===== config.mk =====
export PLATFORM = sky130hd
export DESIGN_NAME = edge_capture_unit
export DESIGN_NICKNAME = d
export VERILOG_FILES = /design/src/rtl/ecu_pkg.sv /design/src/rtl/ecu_edge_sync.sv /design/src/rtl/ecu_capture_reg.sv /design/src/rtl/ecu_read_port.sv /design/src/rtl/edge_capture_unit.sv
export SDC_FILE = /design/constraint.sdc
export NUM_CORES = 1
export LEC_CHECK = 0
export ABC_CLOCK_PERIOD_IN_PS = 2450
export CAP_MARGIN = 20
export CORE_MARGIN = 3
export CORE_UTILIZATION = 51
export DETAILED_ROUTE_END_ITERATION = 12
export PLACE_DENSITY = 0.83
export SLEW_MARGIN = 15
export SYNTH_ARGS = -nofsm -noshare
export SYNTH_HDL_FRONTEND = slang
export SYNTH_SLANG_ARGS = --single-unit
export TNS_END_PERCENT = 50

===== constraint.sdc =====
create_clock -name clk -period 2.45 [get_ports clk]
set_input_delay 0.49 -clock clk [delete_from_list [all_inputs] [get_ports clk]]
set_output_delay 0.49 -clock clk [all_outputs]
set_load 0.01 [all_outputs]

===== src/rtl/ecu_pkg.sv =====
package ecu_pkg;
    parameter int unsigned BYTE_W      = 8;
    parameter int unsigned SYNC_STAGES = 2;
    localparam int unsigned CNT_W      = 2 * BYTE_W;

    typedef logic [BYTE_W-1:0] byte_t;
    typedef logic [CNT_W-1:0]  cnt_t;

    typedef enum logic {
        SEL_LO = 1'b0,
        SEL_HI = 1'b1
    } byte_sel_e;

    typedef struct packed {
        byte_t hi;
        byte_t lo;
    } cap_word_t;

    function automatic logic edge_match(input logic cur, input logic prev,
                                        input logic rise_sel);
        return rise_sel ? (cur & ~prev) : (~cur & prev);
    endfunction
endpackage


===== src/rtl/ecu_edge_sync.sv =====
module ecu_edge_sync
    import ecu_pkg::*;
#(
    parameter int unsigned STAGES = SYNC_STAGES
) (
    input  logic clk,
    input  logic rst,
    input  logic pin,
    input  logic rise_sel,
    output logic fire
);
    logic [STAGES-1:0] chain_q;
    logic              prev_q;

    generate
        if (STAGES == 1) begin : g_one
            always_ff @(posedge clk) begin
                if (rst) chain_q <= '0;
                else     chain_q <= pin;
            end
        end else begin : g_many
            always_ff @(posedge clk) begin
                if (rst) chain_q <= '0;
                else     chain_q <= {chain_q[STAGES-2:0], pin};
            end
        end
    endgenerate

    always_ff @(posedge clk) begin
        if (rst) prev_q <= 1'b0;
        else     prev_q <= chain_q[STAGES-1];
    end

    assign fire = edge_match(chain_q[STAGES-1], prev_q, rise_sel);


    rise_only_chk: assert property (@(posedge clk) disable iff (rst)
        (fire && rise_sel) |=> (prev_q == 1'b1));

    fall_only_chk: assert property (@(posedge clk) disable iff (rst)
        (fire && !rise_sel) |=> (prev_q == 1'b0));
endmodule


===== src/rtl/ecu_capture_reg.sv =====
module ecu_capture_reg
    import ecu_pkg::*;
(
    input  logic      clk,
    input  logic      rst,
    input  logic      fire,
    input  cnt_t      count_in,
    input  logic      flag_clr,
    output cap_word_t cap_q,
    output logic      flag_q
);
    always_ff @(posedge clk) begin
        if (rst)       cap_q <= '0;
        else if (fire) cap_q <= cap_word_t'(count_in);
    end

    always_ff @(posedge clk) begin
        if (rst)           flag_q <= 1'b0;
        else if (fire)     flag_q <= 1'b1;
        else if (flag_clr) flag_q <= 1'b0;
    end


    load_value_chk: assert property (@(posedge clk) disable iff (rst)
        fire |=> (cnt_t'(cap_q) == $past(count_in)));

    flag_with_capture_chk: assert property (@(posedge clk) disable iff (rst)
        fire |=> flag_q);

    flag_clear_chk: assert property (@(posedge clk) disable iff (rst)
        (flag_clr && !fire) |=> !flag_q);

    hold_without_fire_chk: assert property (@(posedge clk) disable iff (rst)
        !fire |=> $stable(cap_q));
endmodule


===== src/rtl/ecu_read_port.sv =====
module ecu_read_port
    import ecu_pkg::*;
(
    input  logic      clk,
    input  logic      rst,
    input  cap_word_t cap_q,
    input  logic      rd_en,
    input  byte_sel_e rd_sel,
    input  logic      ext_we,
    input  byte_t     ext_data,
    output byte_t     rd_data
);
    byte_t tmp_q;
    logic  lo_read;
    logic  hi_read;

    assign lo_read = rd_en && (rd_sel == SEL_LO);
    assign hi_read = rd_en && (rd_sel == SEL_HI);

    always_ff @(posedge clk) begin
        if (rst)          tmp_q <= '0;
        else if (lo_read) tmp_q <= cap_q.hi;
        else if (ext_we)  tmp_q <= ext_data;
    end

    always_ff @(posedge clk) begin
        if (rst)          rd_data <= '0;
        else if (lo_read) rd_data <= cap_q.lo;
        else if (hi_read) rd_data <= tmp_q;
    end


    low_read_chk: assert property (@(posedge clk) disable iff (rst)
        lo_read |=> (rd_data == $past(cap_q.lo)) && (tmp_q == $past(cap_q.hi)));

    high_read_chk: assert property (@(posedge clk) disable iff (rst)
        hi_read |=> (rd_data == $past(tmp_q)));

    ext_load_chk: assert property (@(posedge clk) disable iff (rst)
        (ext_we && !lo_read) |=> (tmp_q == $past(ext_data)));
endmodule


===== src/rtl/edge_capture_unit.sv =====
module edge_capture_unit
    import ecu_pkg::*;
(
    input  logic        clk,
    input  logic        rst,
    input  logic        cap_pin,
    input  logic        edge_rise,
    input  logic [15:0] count_in,
    input  logic        flag_clr,
    input  logic        rd_en,
    input  logic        rd_sel,
    input  logic        tmp_ext_we,
    input  logic [7:0]  tmp_ext_data,
    output logic [7:0]  rd_data,
    output logic        cap_flag
);
    logic      fire;
    cap_word_t cap_q;
    byte_t     rd_byte;

    ecu_edge_sync #(.STAGES(SYNC_STAGES)) u_sync (
        .clk      (clk),
        .rst      (rst),
        .pin      (cap_pin),
        .rise_sel (edge_rise),
        .fire     (fire)
    );

    ecu_capture_reg u_cap (
        .clk      (clk),
        .rst      (rst),
        .fire     (fire),
        .count_in (cnt_t'(count_in)),
        .flag_clr (flag_clr),
        .cap_q    (cap_q),
        .flag_q   (cap_flag)
    );

    ecu_read_port u_rd (
        .clk      (clk),
        .rst      (rst),
        .cap_q    (cap_q),
        .rd_en    (rd_en),
        .rd_sel   (byte_sel_e'(rd_sel)),
        .ext_we   (tmp_ext_we),
        .ext_data (byte_t'(tmp_ext_data)),
        .rd_data  (rd_byte)
    );

    assign rd_data = rd_byte;


    capture_beats_clear_chk: assert property (@(posedge clk) disable iff (rst)
        (fire && flag_clr) |=> cap_flag);
endmodule


# Word-level counts from Yosys, hierarchy flattened
# Cells that the tools add are included.
[classes] addsub=0 n_mul=0 div_mod_pow=0 n_lt_le_gt_ge=0 n_eq_ne=0 shifts=0 muxes=7 n_bitwise=5 n_reduce_logical=5
[ops] cell="$mux W8" count=4
[ops] cell="$reduce_bool A2 Y1" count=3
[ops] cell="$mux W1" count=3
[ops] cell="$not A1 Y1" count=3
[ops] cell="$and A1 B1 Y1" count=2
[ops] cell="$logic_and A1 B1 Y1" count=2
[word_totals] reg_bits=36 latch_bits=0 ramBits=0 rom_bits=0 input_bits=32 output_inout_bits=9 word_cells=24 mem_count=0

# Logic depth before layout (Yosys ltp)
[depth] word_depth=4 depth_mapped=6 mapped_depth_nobuf=3

# Hierarchy
# From an unflattened synthesis, not the netlist that was laid out.
[hier_totals] hier_cells=138 area_unflattened_um2=1481.4
[modules_own_cells] mod="ecu_read_port" instances=1 cells_per_inst=73 area_per_inst_um2=763.2 seq_area_each_um2=320.3
[modules_own_cells] mod="ecu_capture_reg" instances=1 cells_per_inst=56 area_per_inst_um2=616.8 seq_area_each_um2=340.3
[modules_own_cells] mod="ecu_edge_sync" instances=1 cells_per_inst=9 area_per_inst_um2=101.3 seq_area_each_um2=60.1

# Least setup slack after synthesis
# OpenSTA, ideal clock, no wires.
[synth_timing] path_kind="input to register" startpoint="input port edge_rise" endpoint="register u_cap.cap_q[0] (netlist name)" t_arrival_ns=1.298 required_time_ns=2.378 path_slack_ns=1.080 stages=4 n_path_buf=1 cell_sequence="and3b_1 > a21oi_4 > buf_12 > mux2i_1"
[synth_between] elab_chain_cells=1
[synth_rtl] item="from (decl)" line_no="edge_capture_unit.sv:7" source="input logic edge_rise,"
[synth_rtl] item="$mux W1" line_no="ecu_pkg.sv:21" source="return rise_sel ? (cur & ~prev) : (~cur & prev);"
# No other way between the ends.
# A chain may end at the register's enable or synchronous reset.

# Worst setup path after layout
[layout_timing] startpoint="register u_rd.rd_data[5]" endpoint="output port rd_data[5]"
[layout_lines] item="from (decl)" line_no="ecu_read_port.sv:11" source="output byte_t rd_data"
[layout_lines] item="from (signal assigned)" line_no="ecu_read_port.sv:28" source="else if (lo_read) rd_data <= cap_q.lo;"
[layout_lines] item="from (signal assigned)" line_no="ecu_read_port.sv:29" source="else if (hi_read) rd_data <= tmp_q;"
[layout_lines] item="to (decl)" line_no="edge_capture_unit.sv:14" source="output logic [7:0] rd_data,"
# No word-level cell between the ends.

==> out/summary.md <==
### Outcome
- **result of the run** completed

### Global routing
- **antenna violations before repair** 0
- **All-Layer GR Usage** 19.0%
- **wire length of the first global-routing pass** 5.14 mm
- **global route total overflow** 0
- **vias in the first global route** 1,142
- **largest net degree at the start of global routing** 53

### Cells and area
- **Multi-input gate area** 766 um^2
- **ant diodes** 0
- **filler instances** 240
- **Final nets** 224
- **area occupied by registers** 721 um^2
- **share of post-route cells with drive strength above 1** 5.73%
- **final design instance area without fill** 2000 um^2
- **growth of design area from synthesis to finish** 28.1%

### Clock tree
- **number of levels the H-tree was split into** 2
- **cts bufs inserted** 5
- **clock tree from TritonCTS** yes
- **number of buffers inserted by hold repair at cts** 0
- **number of gates resized after CTS** 0
- **maximum count of clock buffers along a single path** 2
- **clock latency reported for the late side of the worst-skew pair** 0.35 ns
- **post-CTS setup repair buffer count** 0
- **number of sinks handled by clock tree synthesis** 36
- **post-CTS clock slew at the launch and capture registers of the worst setup and hold paths** 0.10 ns
- **library cell used as clock root buffer** clkbuf_4

### Placed design
- **Post-Place Cell Area** 1960 um^2
- **total half-perimeter wirelength after legalization and detailed placement** 2.39 mm
- **number of port buffers** 40
- **GPL Wtd Cong** 0.804

### Hold path
- **endpoint of the worst hold-timing path** u_sync.chain_q[1]
- **Hold Path Origin** u_sync.chain_q[0]
- **Hold Path Cell Cnt** 1
- **class of the most critical hold timing path** reg -> reg

### Drt
- **aggregate routed wire length** 3.26 mm
- **Pre-Repair DR Iteration Count** 5
- **met2 layer wire length in the routed design** 1.63 mm
- **average routed wire per standard cell** 14.6 um
- **vias post-DR** 1,178
- **Via density** 5.28
- **uppermost metal layer occupied by signal nets** met4
- **met1 wire length** 1.45 mm
- **initial detailed-routing violation count** 57
- **# DRC** 0
- **remaining antenna violation count** 0
- **detailed-routed wire length on met3** 123 um

### Worst setup path
- **register-to-register setup slack** 1.13 ns
- **type of the worst setup path** reg -> out
- **maximum single-stage delay on the critical path** 0.54 ns
- **data arrival time of the critical path** 1.24 ns
- **critical path endpoint category** primary output
- **worst r2r path cells** 4
- **slowest cell on the critical path** clkdlybuf4s50_1
- **kind of cell with the highest combined delay on the critical path** buffers and inverters
- **crit-path cells** clkdlybuf4s50_1
- **sum of buffers and inverters on the critical path** 1
- **required time worst endpoint** 1.96 ns
- **end of the worst register-to-register path** u_cap.cap_q[4]
- **biggest fanout along the worst timing path** 2
- **type of origin of the critical path** flip-flop
- **R2R Path Start** u_sync.prev_q

### Die
- **starting density of the core** 55.2%
- **Die Footprint** 3760 um^2
- **die span in y** 61.4 um
- **io pins** 41
- **number of cell rows** 19
- **total core area** 2830 um^2
- **Die X-Extent** 61.4 um

### STA
- **worst clock skew on the final layout** 0.00537 ns
- **Slew @ Worst Pin** 0.564 ns
- **final setup violating endpoints** 0
- **Final Max Tran Viols** 0
- **Setup TNS** 0 ns
- **RSZ-0062 raised after global routing** false
- **min cycle time layout** 1.73 ns
- **final worst-path cycle share** 70.7%
- **final count of hold timing violations** 0
- **Slew HR** 62.4%
- **maximum clock rate** 577 MHz

### Synthesis
- **sequential cell area fraction in the yosys report** 46.1%
- **flip-flop and latch count after synthesis** 36
- **number of warnings printed during yosys synthesis** 0
- **mean instance size in the synthesized netlist** 10.2 um^2
- **count of different cell masters after synthesis** 15
- **post-synthesis instance area** 1560 um^2
- **net count of the mapped netlist** 185
- **Post-Syn Instances** 153

### Pwr
- **leakage component of the power** 0.873 nW
- **maximum VDD drop** 0.356 mV
- **total power divided by cell area** 549 nW/um^2

### Run
- **Max-cap violations** 0

[metal layers]
| metal | track usage (%) | vias up |
|---|---|---|
| met5 | 0 | - |
| met4 | 8.18 | 0 |
| met3 | 5.03 | 5 |
| met2 | 32.0 | 26 |
| met1 | 22.8 | 551 |
| li1 | - | 596 |
[stage by stage]
stage	power, mW	setup slack [ns]	instances	utilization, %	hold WS, ns
floorplan	0.731	1.08	153	-	0.414
global placement	0.806	0.646	216	69.1	0.440
detailed placement	0.814	0.559	216	69.1	0.426
CTS	1.10	0.712	223	70.8	0.461
global route	1.14	0.666	223	70.8	0.474
finish	1.10	0.717	223	70.8	0.463
[flip-flops by register name (all words and copies together), names as in the netlist]
name and flops:
u_rd.tmp_q 8, u_sync.chain_q 2, u_sync.prev_q 1, u_cap.cap_q 16, u_rd.rd_data 8, u_cap.flag_q 1
[cells in the mapped netlist, drive strengths merged]
cell    instances  area [um^2]
a21oi           2         21.3
buf             4         43.8
nor2           17         63.8
mux2i          32          320
nand2b         34          213
clkbuf          8         32.5
dfxtp          36          721
and3b           1         8.76
a211oi         16          120
nor2b           3         18.8
[power by group]
group / internal (mW) / leakage (nW) / total [mW] / switching (mW)
combinational: 0.104 / 0.550 / 0.172 / 0.0679
clock: 0.106 / 0.0281 / 0.298 / 0.193
sequential: 0.613 / 0.295 / 0.628 / 0.0149
[worst max path at each step]
stage	from	to	slack (ns)	cells after the start
after floorplan	edge_rise	u_cap.cap_q[0]	1.08	4
after global placement	edge_rise	u_cap.cap_q[3]	0.65	5
after detailed placement	edge_rise	u_cap.cap_q[4]	0.56	5
after CTS	u_cap.flag_q	cap_flag	0.71	1
after global routing	u_rd.rd_data[5]	rd_data[5]	0.67	1
final	u_rd.rd_data[5]	rd_data[5]	0.72	1
[cell type report]
class,count,share of cell area [%]
tap,31,1.94
clock inverter,1,0.250
sequential,36,36.0
multi-input combinational,105,38.2
clock buffer,6,2.06
timing repair buffer,44,21.5
[kinds of logic (layout without fill, tap and decap cells)]
logic type	Yosys count	after routing	synth area share [%]
buffers and inverters	12	51	4.88
muxes	32	32	20.5
AOI/OAI and AO/OA	18	18	9.05
and+or+nand+nor	55	55	19.5
DFF	36	36	46.1
[cells in the final DEF (no fill, tap or decap)]
cell	instances
and3b_1	1
a21oi_1	1
dfxtp_1	36
a21oi_4	1
a211oi_1	16
clkbuf_4	5
mux2i_1	32
clkinv_2	1
clkbuf_1	1
nor2b_1	3
nor2_1	17
nand2b_1	34
buf_4	4
clkdlybuf4s50_1	40
No activity file was read; power rests on OpenSTA's default activity.
